===== src/rtl/serport_pkg.sv =====
package serport_pkg;

  localparam int OFF_CTRL0 = 'h00;
  localparam int OFF_CTRL1 = 'h04;
  localparam int OFF_DATA  = 'h08;
  localparam int OFF_STAT  = 'h0C;
  localparam int OFF_PRESC = 'h10;
  localparam int OFF_MASK  = 'h14;
  localparam int OFF_RAW   = 'h18;
  localparam int OFF_MIS   = 'h1C;
  localparam int OFF_DMA   = 'h20;

  typedef enum logic [3:0] {
    SEL_CTRL0, SEL_CTRL1, SEL_DATA, SEL_STAT, SEL_PRESC,
    SEL_MASK, SEL_RAW, SEL_MIS, SEL_DMA, SEL_ID, SEL_NONE
  } regSel_e;

  typedef struct packed {
    logic     wrCtrl0;
    logic     wrCtrl1;
    logic     wrPresc;
    logic     wrMask;
    logic     wrData;
    logic     rdData;
    regSel_e  rdSel;
    logic [2:0] idIdx;
  } regStrobe_t;

  function automatic logic [7:0] idByte(input logic [2:0] idx);
    case (idx)
      3'd0: idByte = 8'h22;
      3'd1: idByte = 8'h10;
      3'd2: idByte = 8'h04;
      3'd3: idByte = 8'h00;
      3'd4: idByte = 8'h0D;
      3'd5: idByte = 8'hF0;
      3'd6: idByte = 8'h05;
      default: idByte = 8'hB1;
    endcase
  endfunction

endpackage


===== src/rtl/serport_ctrl.sv =====
module serport_ctrl
  import serport_pkg::*;
#(
  parameter int ADDR_W = 12
) (
  input  logic              wrEn,
  input  logic              rdEn,
  input  logic [ADDR_W-1:0] addr,
  output regStrobe_t        strb
);

  localparam int ID_LSB = 5;

  regSel_e sel;

  always_comb begin
    sel = SEL_NONE;
    if (addr[1:0] == 2'b00) begin
      if (&addr[ADDR_W-1:ID_LSB]) begin
        sel = SEL_ID;
      end else begin
        case (addr)
          ADDR_W'(OFF_CTRL0): sel = SEL_CTRL0;
          ADDR_W'(OFF_CTRL1): sel = SEL_CTRL1;
          ADDR_W'(OFF_DATA):  sel = SEL_DATA;
          ADDR_W'(OFF_STAT):  sel = SEL_STAT;
          ADDR_W'(OFF_PRESC): sel = SEL_PRESC;
          ADDR_W'(OFF_MASK):  sel = SEL_MASK;
          ADDR_W'(OFF_RAW):   sel = SEL_RAW;
          ADDR_W'(OFF_MIS):   sel = SEL_MIS;
          ADDR_W'(OFF_DMA):   sel = SEL_DMA;
          default:            sel = SEL_NONE;
        endcase
      end
    end
  end

  always_comb begin
    strb.wrCtrl0 = wrEn && (sel == SEL_CTRL0);
    strb.wrCtrl1 = wrEn && (sel == SEL_CTRL1);
    strb.wrPresc = wrEn && (sel == SEL_PRESC);
    strb.wrMask  = wrEn && (sel == SEL_MASK);
    strb.wrData  = wrEn && (sel == SEL_DATA);
    strb.rdData  = rdEn && (sel == SEL_DATA);
    strb.rdSel   = rdEn ? sel : SEL_NONE;
    strb.idIdx   = addr[4:2];
  end

endmodule


===== src/rtl/serport_dpath.sv =====
module serport_dpath
  import serport_pkg::*;
#(
  parameter int DATA_W  = 16,
  parameter int DEPTH   = 8,
  parameter int CTRL1_W = 4,
  parameter int PRESC_W = 8,
  parameter int MASK_W  = 4,
  localparam int CNT_W  = $clog2(DEPTH + 1),
  localparam int SIZE_W = $clog2(DATA_W)
) (
  input  logic               clk,
  input  logic               rstN,
  input  regStrobe_t         strb,
  input  logic [31:0]        wdata,
  input  logic [CNT_W-1:0]   txCount,
  input  logic [CNT_W-1:0]   rxCount,
  input  logic [DATA_W-1:0]  rxData,
  output logic [31:0]        rdata,
  output logic               txPush,
  output logic [DATA_W-1:0]  txPushData,
  output logic               rxPop,
  output logic               irq,
  output logic [DATA_W-1:0]  ctrl0Q,
  output logic [CTRL1_W-1:0] ctrl1Q,
  output logic [PRESC_W-1:0] prescQ
);

  localparam int HALF = DEPTH / 2;

  logic [MASK_W-1:0] maskQ;
  logic [4:0]        statBits;
  logic [MASK_W-1:0] rawBits;
  logic [MASK_W-1:0] misBits;
  logic [DATA_W-1:0] frameMask;
  logic              txFull;
  logic              rxEmpty;

  always_ff @(posedge clk or negedge rstN) begin
    if (!rstN) begin
      ctrl0Q <= '0;
      ctrl1Q <= '0;
      prescQ <= '0;
      maskQ  <= '0;
    end else begin
      if (strb.wrCtrl0) ctrl0Q <= wdata[DATA_W-1:0];
      if (strb.wrCtrl1) ctrl1Q <= wdata[CTRL1_W-1:0];
      if (strb.wrPresc) prescQ <= wdata[PRESC_W-1:0];
      if (strb.wrMask)  maskQ  <= wdata[MASK_W-1:0];
    end
  end

  assign txFull  = (txCount == CNT_W'(DEPTH));
  assign rxEmpty = (rxCount == '0);

  always_comb begin
    statBits[0] = (txCount == '0);
    statBits[1] = !txFull;
    statBits[2] = !rxEmpty;
    statBits[3] = (rxCount == CNT_W'(DEPTH));
    statBits[4] = (txCount != '0);
  end

  always_comb begin
    rawBits    = '0;
    rawBits[2] = (rxCount >= CNT_W'(HALF));
    rawBits[3] = (txCount <= CNT_W'(HALF));
  end

  assign misBits = maskQ & rawBits;
  assign irq     = |misBits;

  for (genvar i = 0; i < DATA_W; i++) begin : g_frame
    assign frameMask[i] = (ctrl0Q[SIZE_W-1:0] >= SIZE_W'(i));
  end

  assign txPush     = strb.wrData && !txFull;
  assign txPushData = wdata[DATA_W-1:0] & frameMask;
  assign rxPop      = strb.rdData && !rxEmpty;

  always_comb begin
    rdata = '0;
    case (strb.rdSel)
      SEL_CTRL0: rdata = 32'(ctrl0Q);
      SEL_CTRL1: rdata = 32'(ctrl1Q);
      SEL_DATA:  rdata = rxEmpty ? '0 : 32'(rxData);
      SEL_STAT:  rdata = 32'(statBits);
      SEL_PRESC: rdata = 32'(prescQ);
      SEL_MASK:  rdata = 32'(maskQ);
      SEL_RAW:   rdata = 32'(rawBits);
      SEL_MIS:   rdata = 32'(misBits);
      SEL_ID:    rdata = 32'(idByte(strb.idIdx));
      default:   rdata = '0;
    endcase
  end

endmodule


===== src/rtl/serport_regfile.sv =====
module serport_regfile
  import serport_pkg::*;
#(
  parameter int ADDR_W  = 12,
  parameter int DATA_W  = 16,
  parameter int DEPTH   = 8,
  parameter int CTRL1_W = 4,
  parameter int PRESC_W = 8,
  parameter int MASK_W  = 4,
  localparam int CNT_W  = $clog2(DEPTH + 1)
) (
  input  logic               clk,
  input  logic               rstN,
  input  logic               wrEn,
  input  logic               rdEn,
  input  logic [ADDR_W-1:0]  addr,
  input  logic [31:0]        wdata,
  output logic [31:0]        rdata,
  input  logic [CNT_W-1:0]   txCount,
  input  logic [CNT_W-1:0]   rxCount,
  input  logic [DATA_W-1:0]  rxData,
  output logic               txPush,
  output logic [DATA_W-1:0]  txPushData,
  output logic               rxPop,
  output logic [DATA_W-1:0]  ctrl0,
  output logic [CTRL1_W-1:0] ctrl1,
  output logic [PRESC_W-1:0] prescale,
  output logic               irq
);

  regStrobe_t strb;

  serport_ctrl #(.ADDR_W(ADDR_W)) u_ctrl (
    .wrEn (wrEn),
    .rdEn (rdEn),
    .addr (addr),
    .strb (strb)
  );

  serport_dpath #(
    .DATA_W (DATA_W), .DEPTH (DEPTH), .CTRL1_W(CTRL1_W),
    .PRESC_W(PRESC_W), .MASK_W(MASK_W)
  ) u_dpath (
    .clk        (clk),
    .rstN       (rstN),
    .strb       (strb),
    .wdata      (wdata),
    .txCount    (txCount),
    .rxCount    (rxCount),
    .rxData     (rxData),
    .rdata      (rdata),
    .txPush     (txPush),
    .txPushData (txPushData),
    .rxPop      (rxPop),
    .irq        (irq),
    .ctrl0Q     (ctrl0),
    .ctrl1Q     (ctrl1),
    .prescQ     (prescale)
  );

endmodule


===== config.mk =====
export PLATFORM = sky130hd
export DESIGN_NAME = serport_regfile
export DESIGN_NICKNAME = d
export VERILOG_FILES = /design/src/rtl/serport_pkg.sv /design/src/rtl/serport_ctrl.sv /design/src/rtl/serport_dpath.sv /design/src/rtl/serport_regfile.sv
export SDC_FILE = /design/constraint.sdc
export NUM_CORES = 1
export LEC_CHECK = 0
export BUFFER_PORTS_ARGS = -buffer_cell sky130_fd_sc_hd__buf_2
export CAP_MARGIN = 10
export CORE_MARGIN = 1.5
export CORE_UTILIZATION = 39
export CTS_CLUSTER_SIZE = 14
export DETAILED_ROUTE_END_ITERATION = 7
export PLACE_DENSITY = 0.87
export SETUP_SLACK_MARGIN = 0.5
export SLEW_MARGIN = 20
export SYNTH_ARGS = -nofsm -noshare
export SYNTH_HDL_FRONTEND = slang
export SYNTH_SLANG_ARGS = --single-unit

===== constraint.sdc =====
create_clock -name clk -period 2.45 [get_ports clk]
set_input_delay 0.49 -clock clk [delete_from_list [all_inputs] [get_ports clk]]
set_output_delay 0.49 -clock clk [all_outputs]
set_load 0.1 [all_outputs]

[Word level (Yosys, flattened, before mapping)]
Index checks and enable logic that the tools add are counted.
Storage, ports and cells
  flip-flop bits (word level): 32
  input port bits: 72
  word-level logic and storage cells: 79
Operators by class
  $lt $le $gt $ge: 18
  equal/unequal tests: 28
  multiplexer cells: 7
  bitwise logic cells: 2
  reduce and logical (&&, ||, !) cells: 20
Operator list (number)
  32-bit one-hot mux with 9 select lines: 1
  8-bit one-hot mux with 7 select lines: 1
  12-bit by 5-bit equality test with 1-bit output (second input constant): 4
  4-bit one-hot mux with 9 select lines: 1
  4-bit >= comparator (second input constant): 8
  12-bit by 4-bit equality test with 1-bit output (second input constant): 2
  4-bit by 3-bit equality test with 1-bit output (second input constant): 6
  4-bit by 3-bit >= comparator with 1-bit output (second input constant): 5
  16-bit bitwise AND: 1
  4-bit logical NOT: 4
  16-bit 2-to-1 mux: 1
  12-bit by 3-bit equality test with 1-bit output (second input constant): 1
  12-bit by 6-bit equality test with 1-bit output (second input constant): 1
  4-bit by 2-bit equality test with 1-bit output (second input constant): 3
  4-bit equality test (second input constant): 3
  12-bit logical NOT: 1
  4-bit 2-to-1 mux: 3
  3-bit equality test (second input constant): 3
  4-bit by 1-bit equality test with 1-bit output (second input constant): 2
  4-bit by 1-bit >= comparator with 1-bit output (second input constant): 2
  4-bit by 2-bit >= comparator with 1-bit output (second input constant): 2
  1-bit logical AND: 8
  7-bit AND reduction: 1
  3-bit by 2-bit equality test with 1-bit output (second input constant): 2
  8 further kinds: 9

[Logic depth before layout (Yosys ltp)]
  depth in word-level cells: 7
  depth in mapped cells: 7
  mapped depth without buffers: 5

[Modules after synthesis]
A second synthesis with hierarchy kept.
Second synthesis, totals
  cells, all modules: 238
  area, all modules: 2306.0 um^2
By module, submodules not included
  serport_dpath: instances 1, cells each 210, area each 2109.5 um^2, sequential area each 800.8 um^2
  serport_ctrl: instances 1, cells each 28, area each 196.4 um^2, sequential area each 0.0 um^2

[Worst setup path before layout]
Ideal clock, no wire load.
  kind: input to output
  from: input addr[1]
  to: output txPush
  arrival time: 3.707 ns
  data required time: 1.960 ns
  slack: -1.747 ns
  stages: 4
  cells stage by stage: nor4_2 -> nand2_2 -> or3_1 -> a211oi_1
On the way
  word-level cells in the longest chain between the ends: 7
RTL lines
  from (decl): line serport_regfile.sv:16  | input logic [ADDR_W-1:0] addr,
  12-bit by 6-bit equality test with 1-bit output, or another cell as far along: line serport_ctrl.sv:22  | case (addr)
  4-bit one-hot mux with 9 select lines: line serport_ctrl.sv:22
  4-bit 2-to-1 mux: line serport_ctrl.sv:19  | if (&addr[ADDR_W-1:ID_LSB]) begin
  4-bit 2-to-1 mux *: line serport_ctrl.sv:18  | if (addr[1:0] == 2'b00) begin
  4-bit by 2-bit equality test with 1-bit output *: line serport_ctrl.sv:43  | strb.wrData = wrEn && (sel == SEL_DATA);
  1-bit logical AND *: line serport_ctrl.sv:43
  1-bit logical AND *: line serport_dpath.sv:77  | assign txPush = strb.wrData && !txFull;
  to (decl): line serport_regfile.sv:22  | output logic txPush,
Mark *: on every way between the ends. The rest lies on a longest branch, timed or not.

[Worst setup path in the final report]
  from: input addr[10]
  to: output rdata[14]
On the way
  word-level cells in the longest chain between the ends: 7
RTL lines
  12-bit by 6-bit equality test with 1-bit output, or another cell as far along: line serport_ctrl.sv:22
  4-bit one-hot mux with 9 select lines: line serport_ctrl.sv:22
  4-bit 2-to-1 mux *: line serport_ctrl.sv:19
  4-bit 2-to-1 mux *: line serport_ctrl.sv:18
  4-bit 2-to-1 mux *: line serport_ctrl.sv:45  | strb.rdSel = rdEn ? sel : SEL_NONE;
  4-bit equality test, or another cell as far along: line serport_dpath.sv:83  | case (strb.rdSel)
  32-bit one-hot mux with 9 select lines *: line serport_dpath.sv:83
  to (decl): line serport_regfile.sv:18  | output logic [31:0] rdata,
Marked as above.

==> impl_results.md <==
- Run status: complete, but fails checks
- Failing checks: setup timing
- Layout Skew: 0 ns
- Initial antenna violation count: 0
- First drt pass iteration count: 5
- Synth cell types: between 50 and 60
- Remaining global-route overflow: 0
- Number of global-route vias before repair: around 2800
- Peak Freq: roughly 0.36 GHz
- WP data arrival: 2.26 ns
- CTS tree: done
- Area growth, synth to finish: 105%
- Worst-margin pin slew: about 0.73 ns
- Clock Path Buffers: 2
- Avg Inst Size Synth: approximately 10 um2
- Number of remaining DRC errors: 0
- Dpl hpwl: 6090 um
- CTS Sinks: 32
- I/O Pins: between 150 and 200
- Vias: between 2000 and 3000
- Most frequent cell after synthesis: dfrtp_1
- Top cells by count, synth: 32 x dfrtp_1, 22 x mux2_2, 17 x buf_4, 15 x nor2_1, 11 x mux2i_1
- Slew HR: between 50% and 60%
- Tcrit/Tclk final: 112%
- EDFF count, synth: 0
- Skew-Pair Late Insertion Delay: 0.29 ns
- Final hold violations: 0
- VDD IR max: 0.445 mV
- Core Area: 5850 um2
- Post-layout util: between 80% and 90%
- Post-Syn Area: approximately 2300 um2
- Final Setup Violations: 17
- WP data required: 1.96 ns
- Fill count: ~310
- DRT iter0 DRCs: 264
- Max H-tree Level: 2
- Post-Syn Instances: approximately 230
- Setup CP Type: in -> out
- Die height: about 80 um
- Total CTS buffers: 5
- CP endpoint kind: output pin
- Synth area leaders: dfrtp_1 34%, mux2_2 11%, mux2_4 6.4%
- Place WS: -0.320 ns
- Max cap viols: 0
- Routed Antenna Nets: 0
- Sequential share of the synthesized area: between 30% and 40%
- Vias per cell: a little over 6
- Pins Over Slew Limit: 0
- Clk pin slew, worst setup/hold paths: 0.08 ns
- # rows: 28
- Worst setup SP type: input pin
- Power Density: approximately 270 nW/um2
- Synth top area share: roughly 34%
- Flops & latches, synth: 32
- Top FF cell, synth: dfrtp_1
- Initial core utilization: roughly two fifths
- Lkg Pwr: 2.31 nW
- GP Congestion: ~0.93
- Post-synth top area cell: dfrtp_1
- Die W: about 80 um
- Ratio of cells with drive above 1 in the final layout: approximately 73%
- Port bufs: 118
- Synth warnings: 0
- Worst Hold Class: in -> async
- Final nets: 482
- Largest net degree at the start of global routing: 33
- Hold buffers post-CTS: 0
- Antenna cell count: 0
- First-pass GRT wire length: approximately 15000 um
- Overall die area: ~6500 um2
- Root Buffer: clkbuf_8
- DRT Wirelength: roughly 12000 um
- RSZ-0062 raised after global routing: true
- Fin crit period: approximately 2.8 ns
- Global-route usage over all layers: 32.0%
- Fin worst setup slack: -0.301 ns
- Critical path fanouts, max: 8
- Post-synth ARST share: 100%
- Routed WL per cell: 24.8 um
-- layer usage --
layer  GRT usage (%)  share of wire [%]  vias up  wire length, um
met5               0                  0        -                0
met4            14.1                8.0        0              964
met3            6.02                8.0       96              969
met2            55.0                 49      256             5900
met1            38.5                 35     1441             4230
li1                -                  -     1192                -
-- final timing paths --
kind	start	end	slack (ns)	cells after the start
hold reg to reg	u_dpath.maskQ[0]$_DFFE_PN0P_	u_dpath.maskQ[0]$_DFFE_PN0P_	0.55	1
max in group asynchronous	rstN	u_dpath.ctrl0Q[0]$_DFFE_PN0P_	1.66	1
hold / removal	rstN	u_dpath.ctrl0Q[14]$_DFFE_PN0P_	0.24	1
setup / recovery	addr[10]	rdata[14]	-0.30	8
setup reg to reg	u_dpath.ctrl0Q[3]$_DFFE_PN0P_	u_dpath.ctrl0Q[3]$_DFFE_PN0P_	0.84	7
min in group clk	wdata[8]	u_dpath.ctrl0Q[8]$_DFFE_PN0P_	0.44	2
-- registers in the layout, indices dropped and copies added (netlist names) --
signal,cells
u_dpath.ctrl0Q,16
u_dpath.ctrl1Q,4
u_dpath.maskQ,4
u_dpath.prescQ,8
-- critical path: stages --
cell and delay, ns:
buf_8 0.10, nor4_4 0.33, nand2_2 0.10, or4_4 0.49
buf_6 0.17, nor2_8 0.21, a22o_4 0.20, buf_12 0.17
-- where the power goes --
group,internal [mW],switching [mW]
Clock,0.224,0.217
Sequential,0.530,0.00264
Combinational,0.0871,0.246
-- placed cells by master, fill, tap and decap left out, drive strengths merged, types with 2 or more instances in the layout --
cell type / instances
or2: 3
nor3b: 2
and2: 4
a21oi: 6
a31oi: 4
nand2b: 3
or4: 2
nand2: 8
o32ai: 2
nand3: 4
o21a: 2
inv: 4
nor3: 6
mux2i: 11
clkbuf: 8
nor2b: 6
a21o: 4
o211ai: 2
dfrtp: 32
clkinv: 2
a22o: 9
nor2: 17
o221ai: 2
a211oi: 2
or3: 2
a2111o: 3
o22ai: 4
o21ai: 3
mux2: 32
nand4: 2
nor4: 8
a21boi: 2
buf: 186
conb: 16
-- metrics by stage --
stage / power [mW] / std cells / area [um2] / hold WS [ns] / TNS [ns]
after global placement: 0.831 / 437 / 3730 / 0.489 / -3.71
final: 1.31 / 486 / 4820 / 0.238 / -4.47
after global routing: 1.34 / 486 / 4820 / 0.292 / -5.44
after floorplan: 0.748 / 243 / 2770 / 0.194 / -2.85
after detailed placement: 0.834 / 437 / 3730 / 0.495 / -4.71
after CTS: 1.28 / 466 / 4510 / 0.258 / -4.04
-- cells by family after synthesis --
family                 count (synthesis)  synth area share (%)
and+or+nand+nor                       69                  18.7
buffers and inverters                 32                  8.64
other                                  1                 0.160
AOI/OAI and AO/OA                     51                  16.7
DFF                                   32                  34.1
muxes                                 43                  21.7
-- timing repair --
item                       4_1_cts  5_1_grt
setup endpoints to repair       49       67
pin swaps                       26       18
cloned                           0        2
setup buffers                   21       18
gates resized for setup        128       24
-- cell type report --
class	count	area [um2]	area share, %
inverter	4	15.0	0.312
clock buffer	6	82.6	1.71
multi-input combinational	179	1950	40.6
sequential	32	816	16.9
tap	75	93.8	1.95
timing repair buffer	188	1840	38.3
clock inverter	2	10.0	0.208
Note: power is estimated with default switching activity, not from simulation.
